**src/rtl/lpa_pkg.sv**
```systemverilog
package lpa_pkg;

    // Output state of the arbiter.
    typedef enum logic [1:0] {
        ARB_IDLE   = 2'd0,
        ARB_MASKED = 2'd1,
        ARB_REQ    = 2'd2
    } arb_state_e;

    localparam int CTL_W = 8;   // control byte width
    localparam int NLB_W = 4;   // width of the level-bit count input

endpackage

```
**src/rtl/lpa_capture.sv**
```systemverilog
module lpa_capture #(
    parameter int N = 8
) (
    input  logic         clk,
    input  logic         rst_n,
    input  logic [N-1:0] src_i,
    input  logic [N-1:0] edge_i,
    input  logic [N-1:0] inv_i,
    input  logic [N-1:0] sw_set_i,
    input  logic [N-1:0] clr_i,
    output logic [N-1:0] pend_o
);

    logic [N-1:0] act;
    assign act = src_i ^ inv_i;

    for (genvar i = 0; i < N; i++) begin : g_src
        logic act_q;
        logic p_q;
        logic hit;

        assign hit = (act[i] & ~act_q) | sw_set_i[i];

        always_ff @(posedge clk or negedge rst_n) begin
            if (!rst_n) begin
                act_q <= 1'b0;
                p_q   <= 1'b0;
            end else begin
                act_q <= act[i];
                if (edge_i[i]) begin
                    if (hit)           p_q <= 1'b1;   // set beats clear
                    else if (clr_i[i]) p_q <= 1'b0;
                end else begin
                    p_q <= act[i] | sw_set_i[i];
                end
            end
        end

        assign pend_o[i] = p_q;

        // Edge-captured pending holds without a clear.
        assert_hold_R7: assert property (@(posedge clk) disable iff (!rst_n)
            (edge_i[i] && p_q && !clr_i[i]) |=> p_q);

        // Level-captured pending tracks the active line value.
        assert_follow_R9: assert property (@(posedge clk) disable iff (!rst_n)
            (!edge_i[i]) |=> (p_q == ($past(act[i]) | $past(sw_set_i[i]))));
    end

endmodule

```
**src/rtl/lpa_decode.sv**
```systemverilog
module lpa_decode #(
    parameter int CTL_BITS = 4
) (
    input  logic [7:0] ctl_i,
    input  logic [3:0] nl_i,     // already clamped to CTL_BITS
    output logic [7:0] key_o,    // effective byte: level, priority, ones
    output logic [7:0] lvl_o
);

    localparam logic [7:0] IMPL_MASK = ~(8'hFF >> CTL_BITS);

    assign key_o = (ctl_i & IMPL_MASK) | ~IMPL_MASK;
    assign lvl_o = key_o | (8'hFF >> nl_i);

endmodule

```
**src/rtl/lpa_select.sv**
```systemverilog
module lpa_select #(
    parameter int N   = 8,
    parameter int IDW = 3
) (
    input  logic [N*8-1:0] key_i,
    input  logic [N-1:0]   qual_i,
    output logic           found_o,
    output logic [IDW-1:0] win_o
);

    logic [7:0] best;

    // Ascending scan with >= so a full tie goes to the higher index.
    always_comb begin
        found_o = 1'b0;
        best    = '0;
        win_o   = '0;
        for (int i = 0; i < N; i++) begin
            if (qual_i[i] && (!found_o || key_i[i*8 +: 8] >= best)) begin
                found_o = 1'b1;
                best    = key_i[i*8 +: 8];
                win_o   = IDW'(i);
            end
        end
    end

endmodule

```
**src/rtl/lpa_arbiter.sv**
```systemverilog
module lpa_arbiter
    import lpa_pkg::*;
#(
    parameter int N        = 8,
    parameter int CTL_BITS = 4,
    localparam int IDW     = (N > 1) ? $clog2(N) : 1
) (
    input  logic             clk,
    input  logic             rst_n,
    input  logic [N-1:0]     src_i,
    input  logic [N-1:0]     trig_edge_i,
    input  logic [N-1:0]     trig_inv_i,
    input  logic [N-1:0]     sw_set_i,
    input  logic [N-1:0]     clr_i,
    input  logic [N-1:0]     ie_i,
    input  logic [N*8-1:0]   ctl_i,
    input  logic [N-1:0]     vec_i,
    input  logic [3:0]       nlbits_i,
    input  logic [7:0]       thresh_i,
    output logic [N-1:0]     pend_o,
    output logic             irq_o,
    output logic [IDW-1:0]   win_id_o,
    output logic [7:0]       win_lvl_o,
    output logic             win_vec_o
);

    localparam logic [3:0] CTL_LIM   = 4'(CTL_BITS);
    localparam logic [7:0] LOW_MASK  = 8'hFF >> CTL_BITS;

    logic [N-1:0]   pend;
    logic [N-1:0]   qual;
    logic [3:0]     nl_eff;
    logic [N*8-1:0] key_flat;
    logic [7:0]     lvl_a [N];
    logic           found_c;
    logic [IDW-1:0] win_c;

    arb_state_e state_q, state_d;
    logic [IDW-1:0] id_q;
    logic [7:0]     lvl_q;
    logic           vec_q;

    lpa_capture #(.N(N)) u_cap (
        .clk      (clk),
        .rst_n    (rst_n),
        .src_i    (src_i),
        .edge_i   (trig_edge_i),
        .inv_i    (trig_inv_i),
        .sw_set_i (sw_set_i),
        .clr_i    (clr_i),
        .pend_o   (pend)
    );

    assign qual   = pend & ie_i;
    assign nl_eff = (nlbits_i > CTL_LIM) ? CTL_LIM : nlbits_i;

    for (genvar i = 0; i < N; i++) begin : g_dec
        logic [7:0] key_w;
        lpa_decode #(.CTL_BITS(CTL_BITS)) u_dec (
            .ctl_i (ctl_i[i*8 +: 8]),
            .nl_i  (nl_eff),
            .key_o (key_w),
            .lvl_o (lvl_a[i])
        );
        assign key_flat[i*8 +: 8] = key_w;
    end

    lpa_select #(.N(N), .IDW(IDW)) u_sel (
        .key_i   (key_flat),
        .qual_i  (qual),
        .found_o (found_c),
        .win_o   (win_c)
    );

    // Next-state decision.
    always_comb begin
        if (!found_c)                    state_d = ARB_IDLE;
        else if (lvl_a[win_c] > thresh_i) state_d = ARB_REQ;
        else                             state_d = ARB_MASKED;
    end

    // State register.
    always_ff @(posedge clk or negedge rst_n) begin
        if (!rst_n) state_q <= ARB_IDLE;
        else        state_q <= state_d;
    end

    // Output register.
    always_ff @(posedge clk or negedge rst_n) begin
        if (!rst_n) begin
            id_q  <= '0;
            lvl_q <= '0;
            vec_q <= 1'b0;
        end else begin
            unique case (state_d)
                ARB_IDLE: begin
                    id_q  <= '0;
                    lvl_q <= '0;
                    vec_q <= 1'b0;
                end
                ARB_MASKED, ARB_REQ: begin
                    id_q  <= win_c;
                    lvl_q <= lvl_a[win_c];
                    vec_q <= vec_i[win_c];
                end
                default: begin
                    id_q  <= '0;
                    lvl_q <= '0;
                    vec_q <= 1'b0;
                end
            endcase
        end
    end

    assign pend_o    = pend;
    assign irq_o     = (state_q == ARB_REQ);
    assign win_id_o  = id_q;
    assign win_lvl_o = lvl_q;
    assign win_vec_o = vec_q;

    assert_irq_thr_R6: assert property (@(posedge clk) disable iff (!rst_n)
        irq_o |-> (win_lvl_o > $past(thresh_i)));

    assert_idle_R4: assert property (@(posedge clk) disable iff (!rst_n)
        (qual == '0) |=> (!irq_o && win_lvl_o == 8'd0 && win_id_o == '0 && !win_vec_o));

    assert_qual_R4: assert property (@(posedge clk) disable iff (!rst_n)
        (win_lvl_o != 8'd0) |-> ((($past(qual) >> win_id_o) & N'(1)) != '0));

    assert_pad_ones_R2: assert property (@(posedge clk) disable iff (!rst_n)
        (win_lvl_o != 8'd0) |-> ((win_lvl_o & LOW_MASK) == LOW_MASK));

endmodule

```
**config.mk**
```make
export PLATFORM = sky130hd
export DESIGN_NAME = lpa_arbiter
export DESIGN_NICKNAME = d
export VERILOG_FILES = /design/src/rtl/lpa_pkg.sv /design/src/rtl/lpa_capture.sv /design/src/rtl/lpa_decode.sv /design/src/rtl/lpa_select.sv /design/src/rtl/lpa_arbiter.sv
export SDC_FILE = /design/constraint.sdc
export NUM_CORES = 1
export LEC_CHECK = 0
export BUFFER_PORTS_ARGS = -buffer_cell sky130_fd_sc_hd__buf_2
export CAP_MARGIN = 5
export CELL_PAD_IN_SITES_DETAIL_PLACEMENT = 1
export CELL_PAD_IN_SITES_GLOBAL_PLACEMENT = 2
export CORE_AREA = 2 2 129 131
export DETAILED_ROUTE_END_ITERATION = 7
export DIE_AREA = 0 0 131 133
export HOLD_SLACK_MARGIN = 0.06
export MAX_ROUTING_LAYER = met4
export PLACE_DENSITY_LB_ADDON = 0.1
export SYNTH_ARGS = -nofsm -noshare
export SYNTH_HDL_FRONTEND = slang
export SYNTH_HIERARCHICAL = 1
export SYNTH_SLANG_ARGS = --single-unit
```
**constraint.sdc**
```tcl
create_clock -name clk -period 32.3 [get_ports clk]
set_clock_uncertainty 0.2 [all_clocks]
set_input_delay 9.69 -clock clk [delete_from_list [all_inputs] [get_ports clk]]
set_output_delay 9.69 -clock clk [all_outputs]
set_load 0.02 [all_outputs]
```
==> impl_results.md, run 1 <==
* Vias per inst at 4.74
* Pint at 0.000167 W
* Critical Path RT at 32260 ps
* Unrepaired setup endpoints after global routing: no
* Routed wire length at 14500 um
* Fin. max-slew vios at 0
* Synth warn at 6
* Setup-failing EPs final at 0
* CP max stage cell: a21boi_2
* Class of the most critical setup path: in -> reg
* CTS tree: done
* Sink Count at 30
* Async S/R FF share, synth at 1.00
* Worst path most repeated cell: ha_1
* Mapped Cells at 625
* Row Count at 47
* Diodes inserted at 0
* Setup TNS at 0 ps
* Top Usage Layer GRT: met2
* Layout area overhead at 8.04%
* Status: finished, final reports clean
* Clk slew on worst S/H paths at 50 ps
* Total CTS buffers at 5
* Number of max-cap violations at 0
* Clk_lat worst skew at 270 ps
* Period minus WS final at 24920 ps
* Max VDD drop at 0.0000173 V
* TritonRoute pass-1 iters at 4
* Largest net degree at the start of global routing at 31
* Clk pwr share at 0.161
* CTS Hold Buffers Added at 0
* Clk root buf: clkbuf_16
* Slowest stage delay, CP at 820 ps
* Post-synthesis instance area at 5340 sq um
* Post-route clock period utilization at 0.771
* Die Area at 17400 sq um
* Dpl hpwl at 12400 um
* I/O Buffers at 122
* Layout cells sized above 1 at 0.227
* EDFF count, synth at 0
* Worst min-delay path category: reg -> reg
* Initial antenna violation count at 0
* Hold Violations, Final at 0
* DRT iter0 DRCs at 108
* WP buf/inv at 4
* GRT overflow at 0
* Worst setup SP type: input pin
* Fmax achieved at 40.1 MHz
* Sequential area share after synthesis at 0.141
* Post-synth top flop: dfrtp_1
* Clock Tree Buf Depth at 2
* DRC Markers at 0
* Cell area power density at 50.4 nW/um^2
* Worst path top cell family by delay: compound AO/OA/AOI/OAI gates
* Critical path arrival at 24880 ps
* Most common cell in the netlist: buf_4
* Die Span X at 131 um
* Netlist cell types at 60
* Comb power frac at 0.662
* Post-CTS sizing at 0
* Tightest Pin Transition at 1030 ps
* Top cells by count, synth: buf_4 (104), ha_1 (64), inv_1 (47)
* GR Util met1 at 0.234
* Vias at 4412
* Nets at 907
* Switching share of power at 0.427
* Final Power at 0.000291 W
* Die Height at 133 um
* Syn Area/Cell at 8.54 sq um
* Post-CTS Setup Inserts at 0
* R2R setup slack at 16470 ps
* P_leak at 3.01 nW
* Crit Path Max Fanout at 25
* Grt met3 use at 0.0214
* Vias in the first global route at 4566
* Synth area leaders: ha_1 (15%), buf_4 (15%), dfrtp_1 (14%), mux4_1 (6.4%), mux2i_1 (4.3%)
* Routed Antenna Nets at 0
* Number of synthesized register bits at 30
* Crit. End Element: flop
* H-tree levels at 2
* Core area at 16200 sq um
* DR WL/cell at 15.6 um
* First-pass GRT wire length at 23300 um
* Share of the synthesized area in the top cell type at 0.150
* Initial Utilization at 0.330
* Sequential Power Share at 0.177
* IO Pins at 155
* GPL Wtd Cong at 0.824
* Largest area contributor in the netlist: ha_1
* GRT Total Usage at 0.174
* GRT met2 Usage at 0.292
* Switching pwr at 0.000124 W
* Slew headroom at 0.311
* Final Util at 0.357
## path summary, 6_finish.rpt
check / startpoint / end / cells after the start
setup / recovery: ie_i[0] / state_q[1] / 56
hold / removal: u_cap/g_src[1].p_q / u_cap/g_src[1].p_q / 1
setup reg to reg: u_cap/g_src[0].p_q / state_q[1] / 55
hold reg to reg: u_cap/g_src[1].p_q / u_cap/g_src[1].p_q / 1
max in group asynchronous: rst_n / win_lvl_o[1] / 1
min in group asynchronous: rst_n / u_cap/g_src[1].act_q / 1
## area by class of cell
| cell class | count | area, sq um |
|---|---|---|
| clock buffers | 7 | 143 |
| fillers | 1998 | 10400 |
| inverters | 47 | 176 |
| flip-flops and latches | 30 | 751 |
| multi-input cells | 499 | 3780 |
| well taps | 220 | 275 |
| clock inverters | 1 | 5.00 |
| repair buffers | 126 | 641 |
## power by group through the flow
stage                     clock (W)  combinational, W  sequential, W
after floorplan                   0          0.000145      0.0000621
after global placement            0          0.000189      0.0000520
after detailed placement          0          0.000193      0.0000524
after CTS                 0.0000478          0.000194      0.0000517
after global routing      0.0000501          0.000217      0.0000525
final                     0.0000468          0.000193      0.0000515
## kinds of logic after synthesis
logic type	count (synthesis)	share of synthesized area
DFF	30	0.141
and+or+nand+nor	192	0.189
adders and majority gates	64	0.150
xor gates and xnor gates	8	0.0131
buffers and inverters	167	0.203
AOI/OAI and AO/OA	104	0.147
other	9	0.00633
muxes	51	0.151
## metal layers
| layer | vias to the layer above | share of wire |
|---|---|---|
| met4 | 0 | 0.0012 |
| met1 | 2147 | 0.47 |
| li1 | 2195 | - |
| met2 | 68 | 0.49 |
| met3 | 2 | 0.034 |
| met5 | - | 0 |
## registers in the layout (all words and copies together) (netlist names)
register           flops
u_cap/g_src.act_q      8
u_cap/g_src.p_q        8
win_lvl_o              8
win_id_o               3
state_q                2
win_vec_o              1
## per-stage QoR
step	hold WS [ps]	cell area [sq um]	std cells	setup slack [ps]
global route	367	5770	930	5840
CTS	352	5770	930	7080
floorplan	281	5600	696	10540
detailed placement	328	5620	922	6860
finish	342	5770	930	7380
global placement	315	5620	922	7050
## layout by cell type, fill, tap and decap left out, types with 3 or more instances in the layout
cell	synthesis	layout
nand4_1	5	5
o221ai_1	7	7
xor2_1	8	8
and2_1	22	22
inv_1	47	47
nor2b_1	14	14
buf_2	4	122
a211oi_1	5	5
or3_1	7	7
mux4_2	5	5
clkbuf_16	0	5
a221o_1	8	8
conb_1	9	80
o31ai_1	3	3
nand2b_1	15	15
nor2_1	38	38
ha_1	64	64
nor3_1	16	16
dfrtp_1	30	30
nand3_1	12	12
or2_1	16	16
mux2i_1	23	23
o21a_1	4	4
a21oi_1	24	24
o21ai_0	10	9
mux4_1	13	13
a21o_1	19	19
mux2_2	8	8
o211ai_1	9	9
buf_4	104	4
nand2_1	34	34
No activity file was read; power rests on OpenSTA's default activity.
==> inputs of run 2 (changes only) <==
CORE_AREA = 2 2 135 137   (was 2 2 129 131)
DIE_AREA = 0 0 137 139   (was 0 0 131 133)
clock period = 23.1 ns   (was 32.3 ns; I/O delays follow)
==> impl_results.md, run 2 (same netlist as run 1, synthesis figures left out) <==
* Status: finished, final reports clean
* Max VDD drop at 0.0000355 V
* Dpl hpwl at 12900 um
* GRT overflow at 0
* H-tree levels at 2
* Setup-failing EPs final at 0
* Crit. End Element: flop
* Layout area overhead at 9.00%
* Die Span X at 137 um
* DRC Markers at 0
* GPL Wtd Cong at 0.853
* Routed Antenna Nets at 0
* Period minus WS final at 21150 ps
* Vias per inst at 4.66
* I/O Buffers at 122
* Fin. max-slew vios at 0
* CTS Hold Buffers Added at 0
* Layout cells sized above 1 at 0.231
* Min Hold Slack at 336 ps
* Cell area power density at 71.9 nW/um^2
* Clk root buf: clkbuf_16
* Slew headroom at 0.271
* Worst setup SP type: input pin
* Slowest stage delay, CP at 640 ps
* Setup TNS at 0 ps
* Unrepaired setup endpoints after global routing: no
* Number of max-cap violations at 0
* Fin cells at 942
* CTS tree: done
* Post-route clock period utilization at 0.916
* Initial antenna violation count at 0
* IO Pins at 155
* P_leak at 3.04 nW
* Crit Path Max Fanout at 25
* GRT Total Usage at 0.165
* Row Count at 49
* Vias in the first global route at 4586
* Clk_lat worst skew at 270 ps
* CP max stage cell: o31a_1
* Worst min-delay path category: reg -> reg
* Hold Violations, Final at 0
* Placed cells at 934
* Diodes inserted at 0
* Total CTS buffers at 5
* Initial Utilization at 0.302
* Final Power at 0.000418 W
* Clk slew on worst S/H paths at 50 ps
* Fmax achieved at 47.3 MHz
* Post-CTS Setup Inserts at 0
* Clock Tree Buf Depth at 2
* Vias at 4386
* Tightest Pin Transition at 1090 ps
* DRT iter0 DRCs at 84
* Most frequent cells in the layout: buf_2 (122), conb_1 (80), ha_1 (64)
* Worst path most repeated cell: ha_1
* Class of the most critical setup path: in -> reg
* TritonRoute pass-1 iters at 4
* Routed wire length at 15100 um
* Critical Path RT at 23110 ps
* First-pass GRT wire length at 24200 um
* Sink Count at 30
* Most common cell after layout, fill and taps aside: buf_2
* Nets at 910
* Largest net degree at the start of global routing at 31
* Die Height at 139 um
* DR WL/cell at 16.1 um
* Die Area at 19000 sq um
* Post-CTS sizing at 0
* Critical path arrival at 21160 ps
* Core area at 17700 sq um
## run 2: changes by cell type in the layout (fill, tap and decap cells not counted)
cell | before | now
buf_4 | 4 | 7
bufinv_16 | 0 | 1
clkbuf_1 | 1 | 0
clkbuf_8 | 1 | 0
clkinv_2 | 1 | 2
## run 2: routing by layer
metal | global-route usage | wire (um) | vias up
met2 | 0.275 | 7410 | 77
met1 | 0.222 | 7220 | 2106
li1 | - | - | 2195
met4 | 0.0157 | 77 | 0
met5 | - | 0 | -
met3 | 0.0164 | 428 | 8
## run 2: worst max-delay path: cells and delay by family
kind                     cells  cell delay [ps]
buffers and inverters        6             1000
AO/OA/AOI/OAI               27             6720
adder cells (fa/ha/maj)      8             2230
AND/OR/NAND/NOR             11             2320
multiplexers                 5             1910
## run 2: path summary, 6_finish.rpt
| kind | startpoint | endpoint | slack, ps | cells past startpoint |
|---|---|---|---|---|
| setup / recovery | ie_i[0] | state_q[1] | 1950 | 57 |
| hold / removal | u_cap/g_src[3].p_q | u_cap/g_src[3].p_q | 340 | 1 |
| setup reg to reg | u_cap/g_src[0].p_q | state_q[1] | 8290 | 56 |
| hold reg to reg | u_cap/g_src[3].p_q | u_cap/g_src[3].p_q | 340 | 1 |
| max in group asynchronous | rst_n | win_lvl_o[3] | 15780 | 1 |
| min in group asynchronous | rst_n | u_cap/g_src[1].act_q | 6490 | 1 |
## run 2: stage by stage
step                setup slack [ps]   util  cell area (sq um)
finish                          1950  0.330               5820
global route                     644  0.330               5820
CTS                             1800  0.330               5820
detailed placement              1580  0.320               5650
global placement                1750  0.320               5650
floorplan                       4100      -               5600
## run 2: final cells by class
type	count	area, sq um
fill	2179	11800
multi-input combinational	499	3780
sequential	30	751
timing repair buffer	129	663
tap	229	287
inverter	47	176
clock buffer	5	125
clock inverter	3	40.0
## run 2: report_power, final
part | switching (W) | internal (W) | total, W | leakage (nW)
sequential | 0.00000404 | 0.0000681 | 0.0000721 | 0.338
combinational | 0.000149 | 0.000124 | 0.000273 | 2.62
clock | 0.0000230 | 0.0000504 | 0.0000733 | 0.0836
total | 0.000176 | 0.000242 | 0.000418 | 3.04
